`src/rtl/vit_epr4_pkg.sv`:
```
package vit_epr4_pkg;

    // channel memory of the 1 + D - D^2 - D^3 response
    localparam int MEM    = 3;
    localparam int NSTATE = 1 << MEM;
    localparam int NLEVEL = 5;

    typedef enum logic {ST_FILL, ST_RUN} det_state_e;

    // symbol of one stored bit
    function automatic int sym(input int b);
        return (b != 0) ? 1 : -1;
    endfunction

    // history word h: bit3 newest input, bit0 oldest; returns level index 0..4
    function automatic int level_index(input int h);
        int y;
        y = sym((h >> 3) & 1) + sym((h >> 2) & 1) - sym((h >> 1) & 1) - sym(h & 1);
        return (y + 4) / 2;
    endfunction

endpackage

```
`src/rtl/vit_bmu.sv`:
```
module vit_bmu #(
    parameter int SAMPLE_W = 6,
    parameter int STEP     = 6,
    parameter int DW       = SAMPLE_W + 3,
    parameter int BM_W     = 2 * DW
) (
    input  logic signed [SAMPLE_W-1:0]                  sample,
    output logic        [vit_epr4_pkg::NLEVEL-1:0][BM_W-1:0] lvl_metric
);
    for (genvar g = 0; g < vit_epr4_pkg::NLEVEL; g++) begin : g_level
        localparam int IDEAL = (2 * g - 4) * STEP;
        logic signed [DW-1:0]   diff;
        logic signed [2*DW-1:0] sq;
        assign diff = DW'(sample) - DW'(IDEAL);
        assign sq   = diff * diff;
        assign lvl_metric[g] = BM_W'($unsigned(sq));
    end
endmodule

```
`src/rtl/vit_acs_array.sv`:
```
module vit_acs_array #(
    parameter int BM_W = 18,
    parameter int PM_W = 20
) (
    input  logic [vit_epr4_pkg::NSTATE-1:0][PM_W-1:0] pm_cur,
    input  logic [vit_epr4_pkg::NLEVEL-1:0][BM_W-1:0] lvl_metric,
    output logic [vit_epr4_pkg::NSTATE-1:0][PM_W-1:0] pm_norm,
    output logic [vit_epr4_pkg::NSTATE-1:0]           dec,
    output logic [vit_epr4_pkg::MEM-1:0]              best
);
    import vit_epr4_pkg::*;

    logic [NSTATE-1:0][PM_W-1:0] surv;

    for (genvar s = 0; s < NSTATE; s++) begin : g_state
        localparam int P0 = (2 * s) % NSTATE;
        localparam int L0 = level_index(2 * s);
        localparam int L1 = level_index(2 * s + 1);
        logic [PM_W:0]   sum0, sum1;
        logic [PM_W-1:0] cand0, cand1;
        assign sum0  = {1'b0, pm_cur[P0]}     + (PM_W+1)'(lvl_metric[L0]);
        assign sum1  = {1'b0, pm_cur[P0 + 1]} + (PM_W+1)'(lvl_metric[L1]);
        assign cand0 = sum0[PM_W] ? '1 : sum0[PM_W-1:0];
        assign cand1 = sum1[PM_W] ? '1 : sum1[PM_W-1:0];
        assign dec[s]  = cand1 < cand0;
        assign surv[s] = dec[s] ? cand1 : cand0;
    end

    logic [PM_W-1:0] min_pm;
    always_comb begin
        min_pm = surv[0];
        best   = '0;
        for (int s = 1; s < NSTATE; s++) begin
            if (surv[s] < min_pm) begin
                min_pm = surv[s];
                best   = MEM'(s);
            end
        end
        for (int s = 0; s < NSTATE; s++) begin
            pm_norm[s] = surv[s] - min_pm;
        end
    end
endmodule

```
`src/rtl/vit_survivor.sv`:
```
module vit_survivor #(
    parameter int DEPTH = 32
) (
    input  logic                             clk,
    input  logic                             rst,
    input  logic                             en,
    input  logic [vit_epr4_pkg::NSTATE-1:0]  dec,
    input  logic [vit_epr4_pkg::MEM-1:0]     best,
    output logic                             head_bit
);
    import vit_epr4_pkg::*;

    logic [NSTATE-1:0][DEPTH-1:0] path_q;
    logic [NSTATE-1:0][DEPTH-1:0] path_d;

    for (genvar s = 0; s < NSTATE; s++) begin : g_path
        localparam int  P0   = (2 * s) % NSTATE;
        localparam logic NEWB = 1'((s >> (MEM - 1)) & 1);
        logic [MEM-1:0] pred;
        assign pred      = MEM'(P0) | MEM'(dec[s]);
        assign path_d[s] = {path_q[pred][DEPTH-2:0], NEWB};
    end

    always_ff @(posedge clk) begin
        if (rst) begin
            path_q <= '0;
        end else if (en) begin
            path_q <= path_d;
        end
    end

    assign head_bit = path_d[best][DEPTH-1];
endmodule

```
`src/rtl/vit_epr4_det.sv`:
```
module vit_epr4_det #(
    parameter int SAMPLE_W = 6,
    parameter int STEP     = 6,
    parameter int PM_W     = 20,
    parameter int DEPTH    = 32
) (
    input  logic                       clk,
    input  logic                       rst,
    input  logic                       in_valid,
    input  logic signed [SAMPLE_W-1:0] in_sample,
    output logic                       out_valid,
    output logic                       dout
);
    import vit_epr4_pkg::*;

    localparam int DW    = SAMPLE_W + 3;
    localparam int BM_W  = 2 * DW;
    localparam int CNT_W = $clog2(DEPTH);

    det_state_e  state_q, state_d;
    logic [CNT_W-1:0] fill_q, fill_d;

    logic [NLEVEL-1:0][BM_W-1:0] lvl_metric;
    logic [NSTATE-1:0][PM_W-1:0] pm_q, pm_norm;
    logic [NSTATE-1:0]           dec;
    logic [MEM-1:0]              best;
    logic                        head_bit;

    vit_bmu #(.SAMPLE_W(SAMPLE_W), .STEP(STEP), .DW(DW), .BM_W(BM_W)) u_bmu (
        .sample(in_sample), .lvl_metric(lvl_metric));

    vit_acs_array #(.BM_W(BM_W), .PM_W(PM_W)) u_acs (
        .pm_cur(pm_q), .lvl_metric(lvl_metric),
        .pm_norm(pm_norm), .dec(dec), .best(best));

    vit_survivor #(.DEPTH(DEPTH)) u_surv (
        .clk(clk), .rst(rst), .en(in_valid),
        .dec(dec), .best(best), .head_bit(head_bit));

    always_ff @(posedge clk) begin
        if (rst) begin
            pm_q <= '0;
        end else if (in_valid) begin
            pm_q <= pm_norm;
        end
    end

    // next-state logic
    always_comb begin
        state_d = state_q;
        fill_d  = fill_q;
        if (in_valid) begin
            unique case (state_q)
                ST_FILL: begin
                    fill_d = fill_q + 1'b1;
                    if (fill_q == CNT_W'(DEPTH - 2)) state_d = ST_RUN;
                end
                ST_RUN: state_d = ST_RUN;
            endcase
        end
    end

    // state register
    always_ff @(posedge clk) begin
        if (rst) begin
            state_q <= ST_FILL;
            fill_q  <= '0;
        end else begin
            state_q <= state_d;
            fill_q  <= fill_d;
        end
    end

    // outputs
    always_ff @(posedge clk) begin
        if (rst) begin
            out_valid <= 1'b0;
            dout      <= 1'b0;
        end else begin
            out_valid <= in_valid && (state_q == ST_RUN);
            if (in_valid && (state_q == ST_RUN)) dout <= head_bit;
        end
    end
endmodule

```
`config.mk`:
```
export PLATFORM = sky130hd
export DESIGN_NAME = vit_epr4_det
export DESIGN_NICKNAME = d
export VERILOG_FILES = /design/src/rtl/vit_epr4_pkg.sv /design/src/rtl/vit_bmu.sv /design/src/rtl/vit_acs_array.sv /design/src/rtl/vit_survivor.sv /design/src/rtl/vit_epr4_det.sv
export SDC_FILE = /design/constraint.sdc
export NUM_CORES = 2
export LEC_CHECK = 0
export ABC_AREA = 1
export BUFFER_PORTS_ARGS = -buffer_cell sky130_fd_sc_hd__buf_4
export CAP_MARGIN = 10
export CORE_MARGIN = 3
export CORE_UTILIZATION = 55
export CTS_CLUSTER_SIZE = 25
export DETAILED_ROUTE_END_ITERATION = 10
export GPL_ROUTABILITY_DRIVEN = 0
export PLACE_DENSITY = 0.7
export SLEW_MARGIN = 20
export SYNTH_ARGS = -nofsm -noshare
export SYNTH_HDL_FRONTEND = slang
export SYNTH_HIERARCHICAL = 1
export SYNTH_SLANG_ARGS = --single-unit
```
`constraint.sdc`:
```
create_clock -name clk -period 39.4 [get_ports clk]
set_input_delay 3.94 -clock clk [delete_from_list [all_inputs] [get_ports clk]]
set_output_delay 3.94 -clock clk [all_outputs]
set_load 0.01 [all_outputs]
```
==> run metrics <==
Synth area leaders=ha_1, nand2_1, dfxtp_1; residual DRC count=0; CP required=39.88 ns; placed cell area=a little under 0.06 mm2; Starting Density=0.555; Setup Fix Bufs, Post-CTS=0; share of the yosys chip area belonging to registers=0.137; layout cell share with drive strength beyond 1=0.0579; Buffers on Ports=10; vias=roughly 63000; end of the worst hold path=u_surv/path_q[224]$_SDFFE_PP0P_; CTS sink count=401; synth cell count leaders=nand2_1, inv_1, nor2_1, ha_1, nand3_1; Root Driver=clkbuf_16; global-route wire length before repair=about 330000 um; Hold Buf Count CTS=0; total grt overflow=0; pin count of the biggest net entering global routing=159; worst hold stages=2; Worst Reg2Reg Path Length in Cells=roughly 100; worst hold start=u_surv/path_q[224]$_SDFFE_PP0P_; clock buffer depth=3; Tightest Hold Check Type=register to register; Final #Nets=slightly above 10000; Final Hold Vio Count=0; Tcrit/Tclk final=0.771; Final Cell Area=0.0612 mm2; crit start category=input port; Crit Path Class=input port to register; syn_area_per_cell=6.24 um2; Ys Warns=6; CTS resizes=0; actual slew at the worst max-slew pin=1.32 ns; clk_skew=a little over 0.04 ns; filler cell count=approximately 11000; Detailed Route Iter0 Violations=approximately 8500; Post-Syn Area=a little under 0.06 mm2; I/O pins=11; final setup TNS=0 ns; Syn Inst Count=between 9000 and 10000; critical path arrival=roughly 30 ns; H-tree depth=2; vias in the first global route=between 50000 and 60000; flops & latches, synth=401; register clock-pin slew on the reported worst setup and hold paths=0.06 ns; setup violators final=0; unrepaired setup endpoints after global routing=no; post-route ant nets=0; fin crit period=about 30 ns; Via density=roughly 6; Clk Latency, worst-skew pair=~0.63 ns; final wirelength=216000 um; Crit-path slowest cell=o21ai_2; status=complete, no violations; CORE AREA=between 0.1 and 0.15 mm2; Cell Rows=about 120; synth unique cells=66; async set-or-reset flop fraction in the synthesized netlist=0; critical path's most frequent cell=nor2_1; worst-path fanout max=around 60; initial antenna violation count=14; clock buffer count from CTS=between 40 and 50; Peak Freq=approximately 33 MHz; most numerous cell in the Yosys netlist=nand2_1; CTS tree=done; area delta synth->final=4.63%; Max-cap violations=0; RR Startpoint=pm_q[2]$_SDFFE_PP0P_; hpwl dp=approximately 170000 um; EDFF count, synth=0; die area=~0.11 mm2; Die Wd=approximately 330 um; delay of the slowest critical-path stage=1.00 ns; CP Capture Type=register; FF-to-FF setup slack=~16 ns; Wirelength per Cell=about 20 um; Die Ht=approximately 330 um; ys flop type=dfxtp_1; normalized max-slew margin=0.110; router iterations before antenna repair=9; GRT Overall Usage=0.376; area leader, netlist=ha_1; area share of the largest cell type after synthesis=0.171; Slew Viols, Final=0; worst flop-to-flop path endpoint=pm_q[16]$_SDFFE_PP0P_
-- worst max-delay path by stage --
stage                       startpoint                     end  cells after the start
after global placement    in_sample[2]  pm_q[134]$_SDFFE_PP0P_                    115
after global routing      in_sample[2]   pm_q[18]$_SDFFE_PP0P_                    129
after CTS                 in_sample[2]   pm_q[16]$_SDFFE_PP0P_                    115
after floorplan           in_sample[2]  pm_q[139]$_SDFFE_PP0P_                    147
after detailed placement  in_sample[2]   pm_q[16]$_SDFFE_PP0P_                    115
final                     in_sample[2]   pm_q[16]$_SDFFE_PP0P_                    115
-- layout by cell type (no fill, tap or decap), types with 56 or more instances in the layout --
cell type	count
o21ai_1	56
inv_1	1225
nor2_1	827
ha_1	802
buf_4	119
nand4_1	80
nand2_1	2495
dfxtp_1	401
xor2_1	141
nand3_1	718
inv_2	91
o21ai_0	593
nand2_2	56
o211ai_1	230
xnor2_1	123
fa_1	161
a21oi_1	607
or2_2	86
-- registers in the layout, summed over array words and instances, names as in the netlist --
register / count
u_surv/path_q: 233
fill_q: 5
state_q: 1
pm_q: 160
out_valid: 1
dout: 1
-- layer usage --
metal	wire length (um)	GRT usage	up-vias
met4	14200	0.201	22
met1	90500	0.520	28877
met2	82400	0.521	3287
met5	202	0	-
met3	28400	0.111	699
li1	-	-	30328
-- stage by stage --
stage,std cells,util,hold WS (ns),setup slack [ns]
2_1_floorplan,9378,-,0.435,12.88
3_3_place_gp,10588,0.566,0.446,10.34
3_5_place_dp,10588,0.566,0.459,9.59
4_1_cts,10675,0.581,0.473,10.11
5_1_grt,10675,0.581,0.498,7.09
6_report,10683,0.581,0.464,9.02
-- critical path, delay by kind of cell --
| family | cells | cell delay, ns |
|---|---|---|
| adder cells (fa/ha/maj) | 16 | 6.85 |
| AND/OR/NAND/NOR | 58 | 10.08 |
| buffers and inverters | 15 | 2.92 |
| AO/OA/AOI/OAI | 26 | 6.94 |
-- cell families (layout without fill, tap and decap cells) --
family	Yosys count	count (layout)	synth area share
AO/OA/AOI/OAI	1687	1687	0.164
other	1	13	0.0000641
adder cells (fa/ha/maj)	963	963	0.227
flip-flops	401	401	0.137
AND/OR/NAND/NOR	4411	4411	0.316
XOR/XNOR	280	280	0.0427
buffers and inverters	1631	1537	0.114
-- layout make-up --
class | instances | area [um2] | share of cell area
Timing Repair Buffer | 120 | 908 | 0.0148
Sequential cell | 401 | 8030 | 0.131
Tap cell | 1391 | 1740 | 0.0284
Multi-Input combinational cell | 7346 | 44000 | 0.718
Clock buffer | 61 | 1290 | 0.0210
Antenna cell | 8 | 20.0 | 0.000327
Clock inverter | 26 | 298 | 0.00486
Inverter | 1330 | 5010 | 0.0818
Power is not shown: default switching activity piles up to over one toggle a cycle in this logic, so the estimate is an artifact.
